### config.mk
export PLATFORM = sky130hd
export DESIGN_NAME = varlen_fetch
export DESIGN_NICKNAME = d
export VERILOG_FILES = /design/src/rtl/vlf_pkg.sv /design/src/rtl/vlf_opdec.sv /design/src/rtl/vlf_pack.sv /design/src/rtl/vlf_ctrl.sv /design/src/rtl/varlen_fetch.sv
export SDC_FILE = /design/constraint.sdc
export NUM_CORES = 1
export LEC_CHECK = 0
export BUFFER_PORTS_ARGS = -buffer_cell sky130_fd_sc_hd__clkbuf_2
export CAP_MARGIN = 15
export CORE_ASPECT_RATIO = 0.8
export CORE_MARGIN = 2
export CORE_UTILIZATION = 35
export DETAILED_ROUTE_END_ITERATION = 10
export GPL_ROUTABILITY_DRIVEN = 0
export SYNTH_ARGS = -nofsm -noshare
export SYNTH_HDL_FRONTEND = slang
export SYNTH_HIERARCHICAL = 1
export SYNTH_SLANG_ARGS = --single-unit
### constraint.sdc
create_clock -name clk_i -period 5.3 [get_ports clk_i]
set_clock_uncertainty 0.15 [all_clocks]
set_input_delay 0.795 -clock clk_i [delete_from_list [all_inputs] [get_ports clk_i]]
set_output_delay 0.795 -clock clk_i [all_outputs]
set_load 0.005 [all_outputs]
### src/rtl/vlf_pkg.sv
package vlf_pkg;
  typedef enum logic [1:0] {
    ST_FETCH = 2'd0,
    ST_DONE  = 2'd1,
    ST_WAIT  = 2'd2
  } fetch_st_e;
endpackage

### src/rtl/vlf_opdec.sv
module vlf_opdec #(
  parameter int unsigned BUS_W    = 8,
  parameter int unsigned LEN_W    = 2,
  parameter int unsigned LDST_BIT = 7,
  parameter int unsigned SIZE_BIT = 2
) (
  input  logic [BUS_W-1:0] op_i,
  output logic [LEN_W-1:0] len_m1_o,
  output logic             ldst_o,
  output logic             word_o
);
  logic unused_op;
  assign unused_op = ^op_i;

  assign len_m1_o = op_i[LEN_W-1:0];
  assign ldst_o   = op_i[LDST_BIT];
  // size bit only meaningful for transfer class
  assign word_o   = op_i[LDST_BIT] & op_i[SIZE_BIT];
endmodule

### src/rtl/vlf_pack.sv
module vlf_pack #(
  parameter int unsigned BUS_W = 8,
  parameter int unsigned LANES = 4,
  parameter int unsigned LEN_W = 2
) (
  input  logic                   clk_i,
  input  logic                   rst_ni,
  input  logic                   we_i,
  input  logic [LEN_W-1:0]       idx_i,
  input  logic [BUS_W-1:0]       byte_i,
  output logic [BUS_W*LANES-1:0] ir_o
);
  for (genvar g = 0; g < LANES; g++) begin : g_lane
    logic [BUS_W-1:0] lane_q;
    always_ff @(posedge clk_i or negedge rst_ni) begin
      if (!rst_ni)                               lane_q <= '0;
      else if (we_i && idx_i == LEN_W'(g))       lane_q <= byte_i;
      else if (we_i && idx_i == '0)              lane_q <= '0; // new opcode clears tail
    end
    assign ir_o[(LANES-g)*BUS_W-1 -: BUS_W] = lane_q;
  end
endmodule

### src/rtl/vlf_ctrl.sv
module vlf_ctrl
  import vlf_pkg::*;
#(
  parameter int unsigned      ADDR_W   = 16,
  parameter int unsigned      LEN_W    = 2,
  parameter logic [ADDR_W-1:0] RESET_PC = '0
) (
  input  logic              clk_i,
  input  logic              rst_ni,
  input  logic              mem_ready_i,
  input  logic              redir_i,
  input  logic [ADDR_W-1:0] redir_pc_i,
  input  logic              ack_i,
  input  logic [LEN_W-1:0]  dec_len_m1_i,
  output logic [ADDR_W-1:0] pc_o,
  output logic              req_o,
  output logic              take_o,
  output logic [LEN_W-1:0]  idx_o,
  output logic              valid_o
);
  fetch_st_e         state_q;
  logic [ADDR_W-1:0] pc_q;
  logic [LEN_W-1:0]  cnt_q, len_q;
  logic              last;

  assign req_o   = (state_q == ST_FETCH);
  assign take_o  = req_o & mem_ready_i & ~redir_i;
  assign valid_o = (state_q == ST_DONE);
  assign idx_o   = cnt_q;
  assign pc_o    = pc_q;
  assign last    = (cnt_q == '0) ? (dec_len_m1_i == '0) : (cnt_q == len_q);

  always_ff @(posedge clk_i or negedge rst_ni) begin
    if (!rst_ni) begin
      state_q <= ST_FETCH;
      pc_q    <= RESET_PC;
      cnt_q   <= '0;
      len_q   <= '0;
    end else if (redir_i) begin
      state_q <= ST_FETCH;
      pc_q    <= redir_pc_i;
      cnt_q   <= '0;
    end else begin
      unique case (state_q)
        ST_FETCH: if (take_o) begin
          pc_q <= pc_q + ADDR_W'(1);
          if (cnt_q == '0) len_q <= dec_len_m1_i;
          if (last) begin
            cnt_q   <= '0;
            state_q <= ST_DONE;
          end else begin
            cnt_q <= cnt_q + LEN_W'(1);
          end
        end
        ST_DONE: state_q <= ack_i ? ST_FETCH : ST_WAIT;
        ST_WAIT: if (ack_i) state_q <= ST_FETCH;
        default: state_q <= ST_FETCH;
      endcase
    end
  end
endmodule

### src/rtl/varlen_fetch.sv
module varlen_fetch #(
  parameter int unsigned       ADDR_W   = 16,
  parameter int unsigned       BUS_W    = 8,
  parameter int unsigned       IR_BYTES = 4,
  parameter logic [ADDR_W-1:0] RESET_PC = '0,
  localparam int unsigned      LEN_W    = $clog2(IR_BYTES),
  localparam int unsigned      IR_W     = BUS_W * IR_BYTES
) (
  input  logic              clk_i,
  input  logic              rst_ni,
  output logic              mem_req_o,
  output logic [ADDR_W-1:0] mem_addr_o,
  input  logic [BUS_W-1:0]  mem_rdata_i,
  input  logic              mem_ready_i,
  input  logic              redir_i,
  input  logic [ADDR_W-1:0] redir_pc_i,
  input  logic              ir_ack_i,
  output logic [ADDR_W-1:0] pc_o,
  output logic [IR_W-1:0]   ir_o,
  output logic              ir_valid_o,
  output logic [LEN_W:0]    ir_len_o,
  output logic              ir_ldst_o,
  output logic              ir_word_o
);
  logic [LEN_W-1:0] dec_len_m1, idx, len_q;
  logic             dec_ldst, dec_word, take, ldst_q, word_q;

  vlf_opdec #(.BUS_W(BUS_W), .LEN_W(LEN_W)) u_dec (
    .op_i(mem_rdata_i), .len_m1_o(dec_len_m1), .ldst_o(dec_ldst), .word_o(dec_word)
  );

  vlf_ctrl #(.ADDR_W(ADDR_W), .LEN_W(LEN_W), .RESET_PC(RESET_PC)) u_ctrl (
    .clk_i, .rst_ni, .mem_ready_i, .redir_i, .redir_pc_i,
    .ack_i(ir_ack_i), .dec_len_m1_i(dec_len_m1),
    .pc_o, .req_o(mem_req_o), .take_o(take), .idx_o(idx), .valid_o(ir_valid_o)
  );

  vlf_pack #(.BUS_W(BUS_W), .LANES(IR_BYTES), .LEN_W(LEN_W)) u_pack (
    .clk_i, .rst_ni, .we_i(take), .idx_i(idx), .byte_i(mem_rdata_i), .ir_o
  );

  always_ff @(posedge clk_i or negedge rst_ni) begin
    if (!rst_ni) begin
      len_q  <= '0;
      ldst_q <= 1'b0;
      word_q <= 1'b0;
    end else if (take && idx == '0) begin
      len_q  <= dec_len_m1;
      ldst_q <= dec_ldst;
      word_q <= dec_word;
    end
  end

  assign mem_addr_o = pc_o;
  assign ir_len_o   = {1'b0, len_q} + (LEN_W+1)'(1);
  assign ir_ldst_o  = ldst_q;
  assign ir_word_o  = word_q;

  AST_PC_STEP: assert property (@(posedge clk_i) disable iff (!rst_ni)
    (mem_req_o && mem_ready_i && !redir_i) |=> pc_o == ADDR_W'($past(pc_o) + ADDR_W'(1)));
  AST_PC_HOLD: assert property (@(posedge clk_i) disable iff (!rst_ni)
    (!redir_i && !(mem_req_o && mem_ready_i)) |=> $stable(pc_o));
  AST_VALID_PULSE: assert property (@(posedge clk_i) disable iff (!rst_ni)
    ir_valid_o |=> !ir_valid_o);
  AST_HOLD_FOR_ACK: assert property (@(posedge clk_i) disable iff (!rst_ni)
    (ir_valid_o && !ir_ack_i && !redir_i) |=> (!mem_req_o && $stable(pc_o)));
  AST_REDIR_LOAD: assert property (@(posedge clk_i) disable iff (!rst_ni)
    redir_i |=> (pc_o == $past(redir_pc_i) && mem_req_o));
  AST_SHORT_TAIL_ZERO: assert property (@(posedge clk_i) disable iff (!rst_ni)
    (ir_valid_o && ir_len_o == (LEN_W+1)'(1)) |-> ir_o[IR_W-BUS_W-1:0] == '0);
endmodule

==> results of run 1 <==
synth_stat cells (all sizes together):
library cell,number
dfrtp,58
nand2,56
o21ai,28
buf,26
mux2,15
a21o,8
o2bb2ai,8
xnor2,8
inv,7
nor2,7
nor3,6
nor4,6
xor2,6
clkbuf,5
mux2i,4
nand4,4
nor2b,4
ha,3
nand3,3
nor3b,3
a21oi,2
a22oi,2
nand2b,2
a221o,1
and2,1
and2b,1
and3,1
and4bb,1
nand3b,1
nand4bb,1
o21a,1
or3b,1
or4,1
per-stage QoR:
stage	area (µm²)	power [W]	setup WS [ps]	hold slack (ps)
after floorplan	2910	0.000694	2720	323
after global placement	3340	0.000788	2090	314
after detailed placement	3340	0.000795	2000	323
after CTS	3520	0.00118	2310	338
after global routing	3520	0.00123	2170	350
final	3520	0.00116	2340	335
logic make-up (layout without fill, tap and decap cells):
kind of cell | count (synthesis) | count (layout) | share of synthesized area
DFF | 58 | 58 | 0.499
xor gates and xnor gates | 14 | 14 | 0.0422
and+or+nand+nor | 99 | 99 | 0.181
AOI/OAI and AO/OA | 50 | 50 | 0.111
adders and majority gates | 3 | 3 | 0.0129
muxes | 19 | 19 | 0.0719
buffers and inverters | 38 | 123 | 0.0809
worst reg2reg max path: stages, from the launching register on:
cell	delay, ps
dfrtp_1	440
or3b_4	520
nor2_1	480
nand2b_1	500
nor2_8	320
mux2_2	360
power by group:
part	internal (W)	leakage (nW)	switching (W)
Sequential	0.000500	0.743	0.0000579
Combinational	0.000115	0.887	0.000108
Clock	0.000214	0.0958	0.000169
sequential cells by signal, summed over array words and instances (netlist names):
register	cells
ir_ldst_o	1
ir_word_o	1
len_q	2
u_ctrl/idx_o	2
u_ctrl/len_q	2
u_ctrl/pc_o	16
u_ctrl/state_q	2
u_pack/g_lane.lane_q	32
area by class of cell:
cell class / instances / share of cell area
multi-input cells: 185 / 0.346
inverters: 7 / 0.00746
flip-flops and latches: 58 / 0.412
clock inverters: 6 / 0.0163
well taps: 108 / 0.0384
repair buffers: 100 / 0.143
clock buffers: 10 / 0.0362
routing by layer:
metal / vias up / share of wire / GRT usage / routed length [µm]
li1: 1111 / - / - / -
met1: 1031 / 0.51 / 0.218 / 3390
met2: 40 / 0.44 / 0.218 / 2960
met3: 7 / 0.037 / 0.0365 / 249
met4: 0 / 0.0097 / 0.0610 / 65
met5: - / 0 / 0 / 0
worst min-delay path by stage:
| stage | startpoint | to | slack, ps | cells past startpoint |
|---|---|---|---|---|
| 5_1_grt | u_pack/g_lane[1].lane_q[7] | u_pack/g_lane[1].lane_q[7] | 350 | 2 |
| 2_1_floorplan | u_pack/g_lane[2].lane_q[6] | u_pack/g_lane[2].lane_q[6] | 320 | 2 |
| 4_1_cts | u_pack/g_lane[2].lane_q[1] | u_pack/g_lane[2].lane_q[1] | 340 | 2 |
| 3_3_place_gp | u_pack/g_lane[1].lane_q[7] | u_pack/g_lane[1].lane_q[7] | 310 | 2 |
| 6_report | u_pack/g_lane[1].lane_q[6] | u_pack/g_lane[1].lane_q[6] | 340 | 2 |
| 3_5_place_dp | u_pack/g_lane[2].lane_q[1] | u_pack/g_lane[2].lane_q[1] | 320 | 2 |
==> flow_summary_export.csv, run 1 <==
group,metric,value,unit
routing,totalWireLength,6.67,mm
synth,post_synth.cell_area_avg,10.3,µm²
finish,fin_util,0.441,
floorplanning,placeableCoreArea,7980,µm²
synth,yosys.area.top_type_share,0.499,
power,power.leakage,1.73,nW
worst_setup_path,crit_family,"simple AND/OR/NAND/NOR gates",
synth,synth_cells,281,
routing,overall_via_count_from_detail_route,2189,
synth,synth_cell_type_count,42,
floorplanning,initial_core_util,0.364,
finish,mostFrequentLayoutCells,"clkbuf_2, dfrtp_1, nand2_1, o21ai_0, mux2_2",
grt,number_of_global_route_vias_before_repair,2029,
clock_network,clock-root-buffer,"clkbuf_8",
sta,fin_setup_tns,0,ps
worst_setup_path,crit_path_start_kind,"input port",
routing,routedWlPerCell,14.1,µm
finish,syn2layout_area_growth,21.1,%
clock_network,cts_hold_buffers,0,
sta,finalSetupViolations,0,
clock_network,cts.sinks,58,
routing,avgViaCountPerCell,4.62,
sta,timing.final.crit_share,0.559,
clock_network,post_cts.resized_instances,0,
worst_setup_path,timing.critical_path.required,5360,ps
finish,layout.nets,393,
worst_setup_path,r2r.worst_path.cells,5,
routing,route.detailed.drc,0,
worst_setup_path,worstSetupEndpoint,"u_pack/g_lane[0].lane_q[1]",
finish,post_route_cells_drive_above_1_share,0.380,
sta,post-route-min-period,2960,ps
synth,ys_seq_area_frac,0.499,
floorplanning,die-width,106,µm
worst_setup_path,critical_path.cell_chain,"clkbuf_2, or3b_4, nor2_1, nand2b_1, nor2_8, mux2_2",
run,number_of_violations_of_the_max_capacitance_limit,0,
grt,grt_remaining_overflow,0,
sta,hold_viol_final,0,
sta,timing.slew.headroom,0.509,
finish,layout_commonest_cell,"clkbuf_2",
sta,timing_worst_slew_pin_value,736,ps
clock_network,clock_buffer_depth,2,
power,powerDensity,331,nW/µm²
worst_setup_path,cp_slowest_cell,"nand2b_1",
power,ir_worst_vdd,0.123,mV
routing,drc_marker_count_from_the_first_detailed_route_iteration,102,
worst_setup_path,critical_path.reg2reg.startpoint,"u_ctrl/state_q[1]",
worst_setup_path,sum_of_buffers_and_inverters_on_the_critical_path,1,
clock_network,htree_levels,3,
run_status,status,"finished clean",
worst_setup_path,max_incr_delay_on_cp,500,ps
worst_setup_path,rr_endpoint,"u_pack/g_lane[0].lane_q[1]",
clock_network,worst_skew_pair.late_latency,320,ps
sta,fmax,337,MHz
worst_setup_path,cp-end-kind,"flip-flop",
placed_design,number_of_cells_in_the_design_after_placement,458,
clock_network,clk_transition_reported_paths,60,ps
worst_setup_path,crit_path_depth,6,
placed_design,detailedPlacementHpwl,4.86,mm
clock_network,tritoncts,"done",
grt,global_route_wire_length_before_repair,10.6,mm
routing,ant_nets,0,
synth,synthesis.nets,313,
min_path,worst_hold_path_type,"reg2reg",
clock_network,post_cts_buffers,0,
finish,diodes,0,
synth,post_synth_instance_area,2910,µm²
worst_setup_path,launching_element_of_the_worst_setup_path,"mem_ready_i",
worst_setup_path,worstPathMaxFanout,17,
routing,drt_pre_antenna_iters,4,
worst_setup_path,reg2reg_setup_slack,2420,ps
finish,fillers,811,
finish,layout.cells.non_filler,474,
synth,top_cells_by_area_in_the_synthesized_netlist,"dfrtp_1, nand2_1, mux2_2, buf_4, o21ai_0",
floorplanning,die_area,9050,µm²
synth,synth.yosys.warnings,6,
clock_network,number_of_clock_buffers_inserted_by_tritoncts,9,
grt,antenna_violations_before_repair,0,
grt,globalRouteTotalUtil,0.151,
floorplanning,io-pin-count,100,
floorplanning,floorplan_die_height,85.5,µm
finish,ff_latch_area,1450,µm²
worst_setup_path,criticalPathCategory,"in2reg",
grt,maximum_number_of_pins_on_one_net_before_global_route_repair,59,
finish,area_taken_by_multi_input_logic_gates,1220,µm²
floorplanning,std_cell_rows,29,
synth,ys_seq_elements,58,
sta,finalMaxSlewViolations,0,
worst_setup_path,critPathArrivalTime,3020,ps
placed_design,io_buffers,99,
sta,rsz0062_at_grt,"false",
synth,synth.largest_area_cell,"dfrtp_1",
No activity file was read; power rests on OpenSTA's default activity.
==> run 2: changes to the inputs <==
==> constraint.sdc (replaced) <==
create_clock -name clk_i -period 2.7 [get_ports clk_i]
set_clock_uncertainty 0.15 [all_clocks]
set_input_delay 0.405 -clock clk_i [delete_from_list [all_inputs] [get_ports clk_i]]
set_output_delay 0.405 -clock clk_i [all_outputs]
set_load 0.005 [all_outputs]
==> run 2 against run 1 <==
Wire length is 0.82% lower. Worst setup slack worse by 1800 ps. Critical path type is now reg2reg. Register-to-register slack worse by 1900 ps. Total power is 120% higher.
==> flow_summary_export.csv, run 2 (synthesized netlist as in run 1, its figures left out) <==
group,metric,value,unit
routing,drc_marker_count_from_the_first_detailed_route_iteration,104,
sta,fin_setup_tns,0,ps
finish,largest_register_ffs,32,
clock_network,clock-root-buffer,"clkbuf_8",
floorplanning,initial_core_util,0.364,
routing,avgViaCountPerCell,4.74,
routing,drt_pre_antenna_iters,4,
grt,maximum_number_of_pins_on_one_net_before_global_route_repair,59,
worst_setup_path,critical_path.reg2reg.startpoint,"u_ctrl/state_q[1]",
clock_network,cts.sinks,58,
worst_setup_path,crit_path_start_kind,"flip-flop",
clock_network,clock_buffer_depth,2,
clock_network,post_cts.resized_instances,0,
run_status,status,"finished clean",
finish,layout.nets,398,
clock_network,number_of_clock_buffers_inserted_by_tritoncts,9,
worst_setup_path,critPathArrivalTime,2280,ps
floorplanning,placeableCoreArea,7980,µm²
finish,post_route_cells_drive_above_1_share,0.389,
floorplanning,die-width,106,µm
worst_setup_path,criticalPathCategory,"reg2reg",
worst_setup_path,r2r.worst_path.cells,5,
sta,timing_worst_slew_pin_value,728,ps
finish,diodes,0,
sta,hold_viol_final,0,
finish,largest_register,"u_pack/g_lane.lane_q",
routing,ant_nets,0,
grt,antenna_violations_before_repair,0,
finish,layout.cells.non_filler,478,
routing,routedWlPerCell,13.8,µm
routing,overall_via_count_from_detail_route,2268,
routing,totalWireLength,6.62,mm
power,ir_worst_vdd,0.209,mV
worst_setup_path,cp_slowest_cell,"or3b_4",
finish,layout_commonest_cell,"clkbuf_2",
sta,rsz0062_at_grt,"false",
sta,finalMaxSlewViolations,0,
grt,global_route_wire_length_before_repair,10.7,mm
grt,grt_remaining_overflow,0,
clock_network,clk_transition_reported_paths,70,ps
finish,fin_util,0.453,
placed_design,detailedPlacementHpwl,4.95,mm
min_path,worst_hold_path_type,"in2async",
floorplanning,std_cell_rows,29,
worst_setup_path,reg2reg_setup_slack,490,ps
grt,number_of_global_route_vias_before_repair,2063,
sta,finalSetupViolations,0,
floorplanning,floorplan_die_height,85.5,µm
floorplanning,io-pin-count,100,
routing,route.detailed.drc,0,
clock_network,worst_skew_pair.late_latency,330,ps
power,power.leakage,1.77,nW
finish,syn2layout_area_growth,24.3,%
sta,fmax,453,MHz
worst_setup_path,critical_path.cell_chain,"or3b_4, nor2_1, buf_4, nor3b_4, mux2_2",
worst_setup_path,cp-end-kind,"flip-flop",
worst_setup_path,worstPathMaxFanout,12,
placed_design,number_of_cells_in_the_design_after_placement,463,
clock_network,tritoncts,"done",
sta,timing.final.crit_share,0.818,
grt,globalRouteTotalUtil,0.154,
run,number_of_violations_of_the_max_capacitance_limit,0,
worst_setup_path,sum_of_buffers_and_inverters_on_the_critical_path,1,
worst_setup_path,crit_family,"simple AND/OR/NAND/NOR gates",
finish,fillers,828,
sta,timing.slew.headroom,0.515,
worst_setup_path,timing.critical_path.required,2770,ps
sta,post-route-min-period,2210,ps
floorplanning,die_area,9050,µm²
clock_network,cts_hold_buffers,0,
worst_setup_path,rr_endpoint,"len_q[0]",
clock_network,htree_levels,3,
finish,mostFrequentLayoutCells,"clkbuf_2, dfrtp_1, nand2_1, o21ai_0, mux2_2",
clock_network,post_cts_buffers,0,
worst_setup_path,max_incr_delay_on_cp,520,ps
placed_design,io_buffers,99,
power,powerDensity,693,nW/µm²
run 2: changes by cell type in the layout (fill, tap and decap cells not counted), sizes merged:
cell / change
clkinv: -3
buf: +5
bufinv: +2
run 2: how the worst max path moves through the flow:
stage / start / to / slack [ps] / depth (start not counted)
finish: u_ctrl/state_q[1] / len_q[0] / 490 / 5
CTS: u_ctrl/state_q[1] / len_q[0] / 480 / 5
floorplan: u_ctrl/state_q[1] / u_pack/g_lane[0].lane_q[0] / 480 / 6
global placement: mem_ready_i / len_q[1] / 490 / 6
global route: u_ctrl/state_q[1] / ir_word_o / 390 / 5
detailed placement: mem_ready_i / len_q[1] / 440 / 6
run 2: metrics by stage:
step	hold slack [ps]	power [W]	area, µm²	setup slack [ps]
after floorplan	-40.6	0.00136	2910	478
after global placement	314	0.00155	3370	485
after detailed placement	320	0.00156	3370	444
after CTS	75.6	0.00254	3610	480
after global routing	76.9	0.00265	3610	386
final	54.0	0.00251	3610	491
run 2: layout make-up:
class | instances | area (µm²) | area share
Inverter | 7 | 26.3 | 0.00727
Clock inverter | 5 | 103 | 0.0284
Sequential cell | 58 | 1450 | 0.402
Timing Repair Buffer | 105 | 541 | 0.150
Clock buffer | 10 | 138 | 0.0381
Multi-Input combinational cell | 185 | 1220 | 0.338
Tap cell | 108 | 135 | 0.0374
run 2: where the power goes:
part / switching (W) / internal, W
Combinational: 0.000224 / 0.000232
Clock: 0.000337 / 0.000631
Sequential: 0.000100 / 0.000981
Total: 0.000661 / 0.00184
run 2: metal layers:
| layer | global-route usage | share of wire | up-vias |
|---|---|---|---|
| li1 | - | - | 1115 |
| met1 | 0.216 | 0.49 | 1097 |
| met2 | 0.225 | 0.45 | 47 |
| met3 | 0.0524 | 0.047 | 9 |
| met4 | 0.0502 | 0.013 | 0 |
| met5 | 0 | 0 | - |
==> run 3: changes to the inputs <==
--- a/config.mk
+++ b/config.mk
@@ -5,6 +5,7 @@
 export SDC_FILE = /design/constraint.sdc
 export NUM_CORES = 1
 export LEC_CHECK = 0
+export ABC_AREA = 1
 export BUFFER_PORTS_ARGS = -buffer_cell sky130_fd_sc_hd__clkbuf_2
 export CAP_MARGIN = 15
 export CORE_ASPECT_RATIO = 0.8
==> constraint.sdc (replaced) <==
create_clock -name clk_i -period 1.8 [get_ports clk_i]
set_clock_uncertainty 0.15 [all_clocks]
set_input_delay 0.27 -clock clk_i [delete_from_list [all_inputs] [get_ports clk_i]]
set_output_delay 0.27 -clock clk_i [all_outputs]
set_load 0.005 [all_outputs]
==> run 3 against run 2 <==
Cell area grew 11%. Hold slack lost 24 ps. Sequential power grew 53%. Synthesized cell count grew 36%. Die area grew 8.6%. Cell count grew 25%. Worst setup slack lost 360 ps.
==> flow_summary_export.csv, run 3 <==
group,metric,value,unit
run_status,status,"finished clean",
sta,fin_setup_tns,0,ps
synth,synth.largest_area_cell,"dfrtp_1",
floorplanning,die_area,9830,µm²
power,ir_worst_vdd,0.662,mV
sta,timing_worst_slew_pin_value,317,ps
synth,top_cells_by_area_in_the_synthesized_netlist,"dfrtp_1, nand2_1, nand3_1, buf_4, nand4_1",
grt,grt_remaining_overflow,0,
clock_network,htree_levels,3,
worst_setup_path,timing.critical_path.required,1850,ps
floorplanning,io-pin-count,100,
finish,layout.nets,510,
synth,ys_seq_elements,58,
clock_network,clock_buffer_depth,2,
synth,synth_enable_flop_cells,0,
clock_network,clk_transition_reported_paths,50,ps
power,clock_power_share,0.409,
power,combinationalPowerShare,0.211,
sta,hold_viol_final,0,
grt,antenna_violations_before_repair,0,
finish,largest_register,"u_pack/g_lane.lane_q",
finish,fin_util,0.448,
synth,synth_cells,382,
finish,cell_area_after_layout,4000,µm²
clock_network,number_of_clock_buffers_inserted_by_tritoncts,9,
synth,synthesis.nets,414,
clock_network,worst_skew_pair.late_latency,320,ps
finish,syn2layout_area_growth,26.2,%
synth,post_synth.cell_area_avg,8.29,µm²
clock_network,cts.sinks,58,
synth,post_synth_instance_area,3170,µm²
placed_design,detailedPlacementHpwl,5.98,mm
finish,ff_latch_area,1450,µm²
grt,globalRouteTotalUtil,0.173,
routing,overall_via_count_from_detail_route,2843,
run,number_of_violations_of_the_max_capacitance_limit,0,
routing,drt_pre_antenna_iters,4,
finish,mostFrequentLayoutCells,"nand2_1, clkbuf_2, dfrtp_1, nand3_1, inv_1",
floorplanning,die-width,110,µm
routing,route.detailed.drc,0,
sta,timing.slew.headroom,0.789,
sta,finalSetupViolations,0,
synth,yosys.area.top_type_share,0.458,
synth,synth_most_common_cell,"nand2_1",
min_path,worst_hold_path_type,"in2reg",
clock_network,clock-root-buffer,"clkbuf_16",
synth,synthArstFlopShare,1.00,
worst_setup_path,crit_path_start_kind,"flip-flop",
floorplanning,std_cell_rows,31,
synth,synthFlopType,"dfrtp_1",
placed_design,number_of_cells_in_the_design_after_placement,578,
synth,synth.yosys.warnings,6,
synth,synth_cell_type_count,31,
synth,ys_seq_area_frac,0.458,
placed_design,io_buffers,99,
floorplanning,placeableCoreArea,8920,µm²
grt,global_route_wire_length_before_repair,12.9,mm
floorplanning,floorplan_die_height,89.1,µm
finish,post_route_cells_drive_above_1_share,0.315,
finish,area_taken_by_multi_input_logic_gates,1340,µm²
sta,timing.final.crit_share,0.928,
routing,totalWireLength,8.23,mm
grt,number_of_global_route_vias_before_repair,2534,
power,powerDensity,1090,nW/µm²
finish,largest_register_ffs,32,
sta,setup_slack,129,ps
floorplanning,initial_core_util,0.355,
finish,layout.cells.non_filler,597,
sta,finalMaxSlewViolations,0,
power,netSwitchingFraction,0.292,
routing,avgViaCountPerCell,4.76,
power,p_sw,0.00127,W
placed_design,dpl_cell_area,3660,µm²
finish,fillers,900,
sta,rsz0062_at_grt,"false",
routing,ant_nets,0,
finish,diodes,0,
worst_setup_path,worstPathMaxFanout,13,
finish,layout_commonest_cell,"nand2_1",
sta,post-route-min-period,1670,ps
power,cell_internal_power,0.00307,W
worst_setup_path,cp-end-kind,"flip-flop",
synth,yosys-top-cells-count,"nand2_1, dfrtp_1, nand3_1",
routing,routedWlPerCell,13.8,µm
routing,drc_marker_count_from_the_first_detailed_route_iteration,170,
sta,fmax,598,MHz
worst_setup_path,criticalPathCategory,"reg2reg",
power,power.leakage,2.21,nW
power,seq_power_share,0.380,
clock_network,tritoncts,"done",
grt,maximum_number_of_pins_on_one_net_before_global_route_repair,59,
worst_setup_path,critPathArrivalTime,1720,ps
placed_design,pre_cts_slack,102,ps
run 3: changes by cell type after synthesis, moves of 5 or more:
| cell | change |
|---|---|
| nor2_1 | +9 |
| nand2_1 | +73 |
| nand4_1 | +18 |
| buf_2 | -5 |
| mux2_2 | -15 |
| nand3_1 | +42 |
| o211ai_1 | +6 |
| xnor2_1 | -6 |
| inv_1 | +18 |
| a21o_1 | -8 |
| o2bb2ai_1 | -8 |
| o21ai_0 | -15 |
run 3: repair_timing:
item	CTS	global route
buffers inserted	0	3
endpoints found under the setup margin	0	3
gates resized for setup	0	0
endpoints found under the hold margin	58	0
hold buffers	1	0
run 3: cell type report:
class / count / share of cell area
inverter: 30 / 0.0300
sequential: 58 / 0.363
clock buffer: 9 / 0.0563
multi-input combinational: 264 / 0.336
tap: 115 / 0.0360
timing repair buffer: 115 / 0.158
clock inverter: 6 / 0.0207
run 3: logic make-up after synthesis:
group	Yosys count	share of synthesized area
and+or+nand+nor	232	0.350
buffers and inverters	60	0.118
DFF	58	0.458
AOI/OAI and AO/OA	22	0.0434
xor gates and xnor gates	7	0.0194
adders and majority gates	3	0.0118
run 3: path summary, 6_finish.rpt:
check	from	endpoint	slack (ps)	cells past startpoint
hold reg to reg	u_pack/g_lane[0].lane_q[5]	u_pack/g_lane[0].lane_q[5]	320	2
max in group asynchronous	rst_ni	u_pack/g_lane[2].lane_q[2]	900	3
setup reg to reg	u_ctrl/state_q[1]	u_ctrl/len_q[0]	130	7
setup / recovery	u_ctrl/state_q[1]	u_ctrl/len_q[0]	130	7
min in group asynchronous	rst_ni	u_pack/g_lane[3].lane_q[2]	350	3
hold / removal	redir_pc_i[5]	u_ctrl/pc_o[5]	30	3
run 3: power groups by stage:
stage	sequential [W]	combinational [W]	clock, W
after floorplan	0.00167	0.000557	0
after global placement	0.00167	0.000906	0
after detailed placement	0.00167	0.000917	0
after CTS	0.00165	0.000922	0.00182
after global routing	0.00168	0.00105	0.00187
final	0.00165	0.000914	0.00178
run 3: per-stage QoR:
step	hold slack, ps	power, W
2_1_floorplan	-176	0.00222
3_3_place_gp	153	0.00257
3_5_place_dp	156	0.00259
4_1_cts	20.6	0.00439
5_1_grt	41.9	0.00460
6_report	29.5	0.00434
run 3: worst max-delay path, cell delays in order, from the launching register on:
cell	delay, ps
dfrtp_1	420
nor2_2	160
nand2_2	130
nor2_8	250
buf_4	170
inv_4	60
o21ai_0	140
nand2_1	70
run 3: per-layer routing:
layer / global-route usage / vias to the layer above / routed length [µm]
met1: 0.255 / 1324 / 4020
met3: 0.0423 / 12 / 508
li1: - / 1427 / -
met2: 0.247 / 80 / 3590
met4: 0.0568 / 0 / 106
met5: 0 / - / 0
